**src/rtl/rst_cause_ctrl.sv**
```systemverilog
module rst_cause_ctrl #(
  parameter int FSR_ONES = 2
) (
  input  logic       clk,
  input  logic       por,
  input  logic       mclr,
  input  logic       wdt_to,
  input  logic       pin_wake,
  input  logic       asleep,
  input  logic       wr_en,
  input  logic [1:0] wr_sel,
  input  logic [7:0] wr_data,
  output logic [2:0] rst_kind,
  output logic       gen_rst_en,
  output logic       ctl_rst_en,
  output logic [7:0] status,
  output logic [7:0] option_q,
  output logic [7:0] tris_q,
  output logic [7:0] fsr_q
);

  localparam int FSR_IMP = 8 - FSR_ONES;

  localparam logic [2:0] K_NONE     = 3'd0;
  localparam logic [2:0] K_POR      = 3'd1;
  localparam logic [2:0] K_MCLR_RUN = 3'd2;
  localparam logic [2:0] K_MCLR_SLP = 3'd3;
  localparam logic [2:0] K_WDT_RUN  = 3'd4;
  localparam logic [2:0] K_WDT_SLP  = 3'd5;
  localparam logic [2:0] K_WAKE     = 3'd6;

  logic [2:0]         kind_d;
  logic               hit, gen_d, to_d, pd_d;
  logic               wake_f, to_f, pd_f;
  logic [1:0]         st_hi;
  logic [2:0]         st_lo;
  logic [7:0]         option_r;
  logic [5:0]         tris_r;
  logic [FSR_IMP-1:0] fsr_imp;

  always_comb begin
    kind_d = K_NONE;
    if (por)                      kind_d = K_POR;
    else if (mclr)                kind_d = asleep ? K_MCLR_SLP : K_MCLR_RUN;
    else if (wdt_to)              kind_d = asleep ? K_WDT_SLP : K_WDT_RUN;
    else if (pin_wake && asleep)  kind_d = K_WAKE;
  end

  assign hit   = (kind_d != K_NONE);
  assign gen_d = (kind_d == K_POR) || (kind_d == K_MCLR_RUN) ||
                 (kind_d == K_WDT_RUN) || (kind_d == K_WAKE);

  always_comb begin
    to_d = to_f;
    pd_d = pd_f;
    case (kind_d)
      K_POR:      begin to_d = 1'b1; pd_d = 1'b1; end
      K_MCLR_RUN: begin              pd_d = 1'b1; end
      K_MCLR_SLP: begin to_d = 1'b1; pd_d = 1'b0; end
      K_WDT_RUN:  begin to_d = 1'b0;              end
      K_WDT_SLP:  begin to_d = 1'b0; pd_d = 1'b0; end
      K_WAKE:     begin to_d = 1'b1; pd_d = 1'b0; end
      default:    ;
    endcase
  end

  always_ff @(posedge clk) begin
    gen_rst_en <= gen_d;
    ctl_rst_en <= hit;
    if (hit) begin
      rst_kind <= kind_d;
      wake_f   <= (kind_d == K_WAKE);
      to_f     <= to_d;
      pd_f     <= pd_d;
      st_hi    <= 2'b00;
      option_r <= 8'hFF;
      tris_r   <= 6'h3F;
      if (kind_d == K_POR && FSR_ONES < 3)
        fsr_imp[FSR_IMP-1] <= 1'b0;
    end else if (wr_en) begin
      case (wr_sel)
        2'd0: begin
          st_hi <= wr_data[6:5];
          st_lo <= wr_data[2:0];
        end
        2'd1: option_r <= wr_data;
        2'd2: tris_r   <= wr_data[5:0];
        default: fsr_imp <= wr_data[FSR_IMP-1:0];
      endcase
    end
  end

  assign status   = {wake_f, st_hi, to_f, pd_f, st_lo};
  assign option_q = option_r;
  assign tris_q   = {2'b00, tris_r};
  assign fsr_q    = {{FSR_ONES{1'b1}}, fsr_imp};

  a_r1_por_kind: assert property (@(posedge clk) disable iff (por)
    $past(por) |-> (rst_kind == K_POR && status[4:3] == 2'b11));

  a_r1_mclr_over_wdt: assert property (@(posedge clk) disable iff (por)
    (mclr && wdt_to && !asleep) |=> (rst_kind == K_MCLR_RUN));

  a_r2_run_mclr_gen: assert property (@(posedge clk) disable iff (por)
    (mclr && !asleep) |=> gen_rst_en);

  a_r3_sleep_keep: assert property (@(posedge clk) disable iff (por)
    ((mclr || wdt_to) && asleep) |=> (!gen_rst_en && ctl_rst_en));

  a_r4_wake_flag: assert property (@(posedge clk) disable iff (por)
    ctl_rst_en |-> (status[7] == (rst_kind == K_WAKE)));

  a_r6_low_kept: assert property (@(posedge clk) disable iff (por)
    (ctl_rst_en && !$past(por)) |-> (status[2:0] == $past(status[2:0])));

  a_r7_option_ones: assert property (@(posedge clk) disable iff (por)
    ctl_rst_en |-> (option_q == 8'hFF && tris_q == 8'h3F));

  a_r10_awake_pin: assert property (@(posedge clk) disable iff (por)
    (pin_wake && !asleep && !mclr && !wdt_to) |=> !ctl_rst_en);

  a_r11_reset_wins: assert property (@(posedge clk) disable iff (por)
    (wr_en && wr_sel == 2'd1 && (mclr || wdt_to)) |=> (option_q == 8'hFF));

endmodule

```
**config.mk**
```make
export PLATFORM = sky130hd
export DESIGN_NAME = rst_cause_ctrl
export DESIGN_NICKNAME = d
export VERILOG_FILES = /design/src/rtl/rst_cause_ctrl.sv
export SDC_FILE = /design/constraint.sdc
export NUM_CORES = 1
export LEC_CHECK = 0
export BUFFER_PORTS_ARGS = -buffer_cell sky130_fd_sc_hd__buf_2
export CORE_MARGIN = 8
export CORE_UTILIZATION = 45
export CTS_BUF_LIST = sky130_fd_sc_hd__clkbuf_16
export DETAILED_ROUTE_END_ITERATION = 10
export PLACE_DENSITY_LB_ADDON = 0.3
export REMOVE_ABC_BUFFERS = 1
export SYNTH_ARGS = -nofsm -noshare
export SYNTH_HDL_FRONTEND = slang
export SYNTH_SLANG_ARGS = --single-unit
```
**constraint.sdc**
```tcl
create_clock -name clk -period 1.45 [get_ports clk]
set_input_delay 0.2175 -clock clk [delete_from_list [all_inputs] [get_ports clk]]
set_output_delay 0.2175 -clock clk [all_outputs]
set_load 0.005 [all_outputs]
```
* Word level (Yosys, flattened, before mapping)
Cells that the tools add are included.
** Cells by class
- Eq/ne operators :: 10
- Mux-type cells :: 12
- Bitwise logic cells :: 2
- Reduce and logical (&&, ||, !) cells :: 22
** Operator list (number)
- 2-to-1 mux 3 bit :: 4
- 2-to-1 mux 6 bit :: 2
- AND reduction 2 bit :: 5
- == test 3 bit (second input constant) :: 3
- AND reduction 3 bit :: 3
- OR reduction 3 bit :: 3
- == test 3 x 2 -> 1 bit (second input constant) :: 2
- nonzero test 2 bit :: 3
- 2-to-1 mux 1 bit :: 4
- != test 2 x 1 -> 1 bit (second input constant) :: 2
- one-hot mux 1 bit (2 select lines) :: 2
- OR reduction 2 bit :: 2
- == test 3 x 1 -> 1 bit (second input constant) :: 1
- logical OR 1 bit :: 3
- nonzero test 3 bit :: 1
- == test 2 x 1 -> 1 bit (second input constant) :: 1
- == test 2 bit (second input constant) :: 1
- zero test 2 bit :: 1
- inverter 1 bit :: 2
- logical AND 1 bit :: 1
** Storage, ports and cells
- Register bits :: 33
- Input bits :: 17
- Output and inout bits :: 37
- Word-level logic and storage cells :: 58

* Depth between registers and ports, before layout
- Depth after elaboration :: 9
- Mapped depth :: 4
- Gate-level depth less buffers :: 4

* Worst setup path before layout
No wires, ideal clock.
- Path kind :: input-to-reg
- Start :: in pin_wake
- End :: reg st_lo[0], enable pin
- Setup time :: 303 ps
- Arrival :: 892 ps
- Required time :: 1147 ps
- Slack :: 255 ps
- Cell stages on the path :: 3
- Path buffers :: 0
- Cells stage by stage :: a211o_4 > nor2_8 > and2_1
** On the way
- Cells in the longest elaborated chain, start to end :: 8
** RTL lines
- start: declaration :: line 8 : input logic pin_wake,
- logical AND 1 bit :: line 46 : else if (pin_wake && asleep) kind_d = K_WAKE;
- 2-to-1 mux 3 bit :: line 46
- 2-to-1 mux 3 bit :: line 45 : else if (wdt_to) kind_d = asleep ? K_WDT_SLP : K_WDT_RUN;
- 2-to-1 mux 3 bit :: line 44 : else if (mclr) kind_d = asleep ? K_MCLR_SLP : K_MCLR_RUN;
- 2-to-1 mux 3 bit :: line 43 : if (por) kind_d = K_POR;
- nonzero test 3 bit :: line 49 : assign hit = (kind_d != K_NONE);
- inverter 1 bit (no line)
- AND reduction 3 bit (no line)
- end signal: assignment :: line 84 : st_lo <= wr_data[2:0];
- end: declaration :: line 36 : logic [2:0] st_lo;
No other way between the ends.
A chain may end at the register's enable or synchronous reset.

* Worst setup path after layout
- Start :: in pin_wake
- End :: reg fsr_imp[0], enable pin
** On the way
- Cells in the longest elaborated chain, start to end :: 8
** RTL lines
- logical AND 1 bit :: line 46
- 2-to-1 mux 3 bit :: line 46
- 2-to-1 mux 3 bit :: line 45
- 2-to-1 mux 3 bit :: line 44
- 2-to-1 mux 3 bit :: line 43
- nonzero test 3 bit :: line 49
- inverter 1 bit (no line)
- AND reduction 3 bit (no line)
- end signal: assignment :: line 88 : default: fsr_imp <= wr_data[FSR_IMP-1:0];
- end: declaration :: line 39 : logic [FSR_IMP-1:0] fsr_imp;
No other way between the ends.

==> flow_metrics.tcl <==
set metrics [dict create \
    critical_path.top_delay_family "compound AO/OA/AOI/OAI gates" \
    cts_post_setup_buffers_inserted 0 \
    die_width_um 70.5 \
    setup.worst_path.end_class "flip-flop" \
    critPathArrivalTime_ns 1.04 \
    synthesis.yosys.warnings 0 \
    skew_ns 0 \
    met2_length_mm 1.47 \
    synth_seq_area_share_pct 60.7 \
    total_global_route_track_usage_pct 12.4 \
    postSynthAreaPerCell_um2 11.6 \
    post_drt_wl_per_cell_um 15.2 \
    flow.area_growth_from_synthesis_pct 29.3 \
    buffer_ports.inserted 49 \
    detailed_place_hpwl_mm 2.33 \
    maxCapViolations 0 \
    postSynth.topFlopCell "sky130_fd_sc_hd__dfxtp_1" \
    layout.cells.most_common "sky130_fd_sc_hd__buf_2" \
    fin_nets 183 \
    first_global_vias 1052 \
    cpPeakStageDelay_ns 0.38 \
    critical_path.reg2reg.endpoint "tris_r[5]" \
    most-common-layout-cells "sky130_fd_sc_hd__buf_2, sky130_fd_sc_hd__nand2_1, sky130_fd_sc_hd__dfxtp_1, sky130_fd_sc_hd__edfxtp_1, sky130_fd_sc_hd__mux2i_1" \
    cells_on_worst_reg2reg_path 2 \
    fp.coreArea_mm2 0.00278 \
    setup_viol 0 \
    grt_overflow 0 \
    clock_tree.htree_level_count 2 \
    clock-sinks 33 \
    min_to "fsr_imp[4]" \
    final-hold-violation-count 0 \
    synth_async_sr_flop_share_pct 0 \
    post-route-drc-count 0 \
    crit_chain "buf_2 > a211o_4 > nor3_4" \
    synth_seq_cells 33 \
    vdd_drop_max_mv 1.31 \
    tritoncts "yes" \
    holdCritStartpoint "wr_data[4]" \
    antenna-diode-count 0 \
    gp_congestion 0.700 \
    buffer_and_inverter_count_on_the_worst_path 1 \
    met3WireLength_um 212 \
    place_area_mm2 0.00157 \
    p_leak_nw 0.806 \
    crit_path_start_kind "input pin" \
    pwr_density_cell_mw_per_mm2 1290 \
    number_of_flops_mapped_to_enable_cells_by_yosys 15 \
    die_y_um 70.5 \
    die_footprint_mm2 0.00497 \
    worst_ep_required_time_ns 1.39 \
    syn-cell-area_mm2 0.00134 \
    post_cts_resized 0 \
    hold_path_depth 1 \
    final_layout_size_suffix_gt1_share_pct 40.1 \
    cts-buffers-inserted 5 \
    timing.final.crit_period_ns 1.10 \
    clock_insertion_delay_worst_skew_ns 0.27 \
    vias 956 \
    ioPinCount 54 \
    crit_fanout 6 \
    hold_class "in -> reg" \
    drt_pass1_iterations 3 \
    grt_max_degree 11 \
    area_of_all_placed_cells_without_fillers_mm2 0.00173 \
    initialDrtViolationCount 48 \
    worstSetupPathType "in -> reg" \
    synthCells 115 \
    timing.reg2reg.setup_slack_ns 0.82 \
    slowest_stage "sky130_fd_sc_hd__a211o_4" \
    slew_viol_final 0 \
    grt_pass1_wl_mm 4.92 \
    cts-root-buf "sky130_fd_sc_hd__clkbuf_16" \
    wl_met1_mm 1.27 \
    fin_setup_tns_ns 0 \
    r2r_startpoint "tris_r[5]" \
    cts_max_path_buffers 2 \
    rsz_0062_raised_after_global_routing "no" \
    synth.lib_cells_used.distinct 28 \
    effective_utilization_at_floorplan_pct 48.0 \
    avgViaCountPerCell 4.83 \
    ant_nets 0 \
    outcome "completed" \
    clock.fmax_mhz 908 \
    fin_crit_sh_pct 75.9 \
    path_clk_slew_ns 0.05 \
    post_cts_hold_buffer_count 0 \
    grt_antenna_before_repair 0 \
    core.rowCount 19 \
    maxUsedRoutingLayer "met4" \
    routed_wl_mm 3.01 \
]
==> power by group <==
| group | switching [mW] | internal [mW] | total [mW] |
|---|---|---|---|
| Combinational | 0.0901 | 0.0619 | 0.152 |
| Sequential | 0.00633 | 1.00 | 1.01 |
| Clock | 0.340 | 0.726 | 1.07 |
| Total | 0.437 | 1.79 | 2.23 |
==> state kept, by name, summed over array words and instances (netlist names) <==
name	cells
st_hi	2
ctl_rst_en	1
wake_f	1
tris_r	6
option_q	8
st_lo	3
rst_kind	3
pd_f	1
to_f	1
fsr_imp	6
gen_rst_en	1
==> through the flow <==
| step | worst slack, ns | total power, mW | hold WS (ns) | std cells | utilization (%) |
|---|---|---|---|---|---|
| after floorplan | 0.174 | 1.09 | 0.316 | 108 | - |
| after detailed placement | 0.0680 | 1.18 | 0.428 | 190 | 56.5 |
| after global routing | 0.337 | 2.31 | 0.145 | 198 | 62.1 |
| final | 0.349 | 2.23 | 0.147 | 198 | 62.1 |
| after CTS | 0.351 | 2.27 | 0.139 | 198 | 62.1 |
| after global placement | 0.0907 | 1.17 | 0.427 | 190 | 56.5 |
==> cells by family (layout without fill, tap and decap cells) <==
| family | Yosys count | in the layout | synth area share, % |
|---|---|---|---|
| AO/OA/AOI/OAI | 7 | 7 | 3.84 |
| buffers and inverters | 14 | 64 | 6.83 |
| flip-flops | 33 | 33 | 60.7 |
| multiplexers | 8 | 8 | 5.99 |
| other | 2 | 4 | 0.562 |
| AND/OR/NAND/NOR | 51 | 51 | 22.1 |
==> final cells by class <==
class	instances	area [um^2]
fillers	238	1050
clock buffers	6	150
inverters	5	18.8
clock inverters	2	7.51
multi-input cells	70	442
flip-flops and latches	33	811
well taps	31	38.8
repair buffers	51	260
==> synth_stat cells, types with 2 or more instances <==
library cell               count  share of area [%]
sky130_fd_sc_hd__buf_4         7                3.9
sky130_fd_sc_hd__dfxtp_1      18                 27
sky130_fd_sc_hd__nand2_1      27                7.6
sky130_fd_sc_hd__nand3_2       4                3.0
sky130_fd_sc_hd__mux2i_1       8                6.0
sky130_fd_sc_hd__and3b_1       2                1.3
sky130_fd_sc_hd__and2_1        3                1.4
sky130_fd_sc_hd__nor2_1        2               0.56
sky130_fd_sc_hd__inv_1         4                1.1
sky130_fd_sc_hd__o21ai_0       3                1.1
sky130_fd_sc_hd__nand3_1       5                1.9
sky130_fd_sc_hd__edfxtp_1     15                 34
sky130_fd_sc_hd__conb_1        2               0.56
==> per-layer routing <==
metal  up-vias  global-route usage, %
li1        481                      -
met1       439                   13.4
met2        31                   20.1
met3         5                   5.23
met4         0                   6.70
met5         -                      0
==> worst max path at each step <==
stage              from          to  slack, ns  depth (start not counted)
5_1_grt        pin_wake  fsr_imp[0]       0.34                          3
2_1_floorplan  pin_wake    st_lo[0]       0.17                          3
6_report       pin_wake  fsr_imp[0]       0.35                          3
3_5_place_dp   pin_wake  fsr_imp[2]       0.07                          3
4_1_cts        pin_wake  fsr_imp[0]       0.35                          3
3_3_place_gp   pin_wake  fsr_imp[4]       0.09                          3
==> worst reg2reg max path, stage by stage (launching register included) <==
cell and delay [ns]:
sky130_fd_sc_hd__dfxtp_1 0.31, sky130_fd_sc_hd__mux2i_1 0.13, sky130_fd_sc_hd__nand2_1 0.07
(Power assumes the default switching activity.)
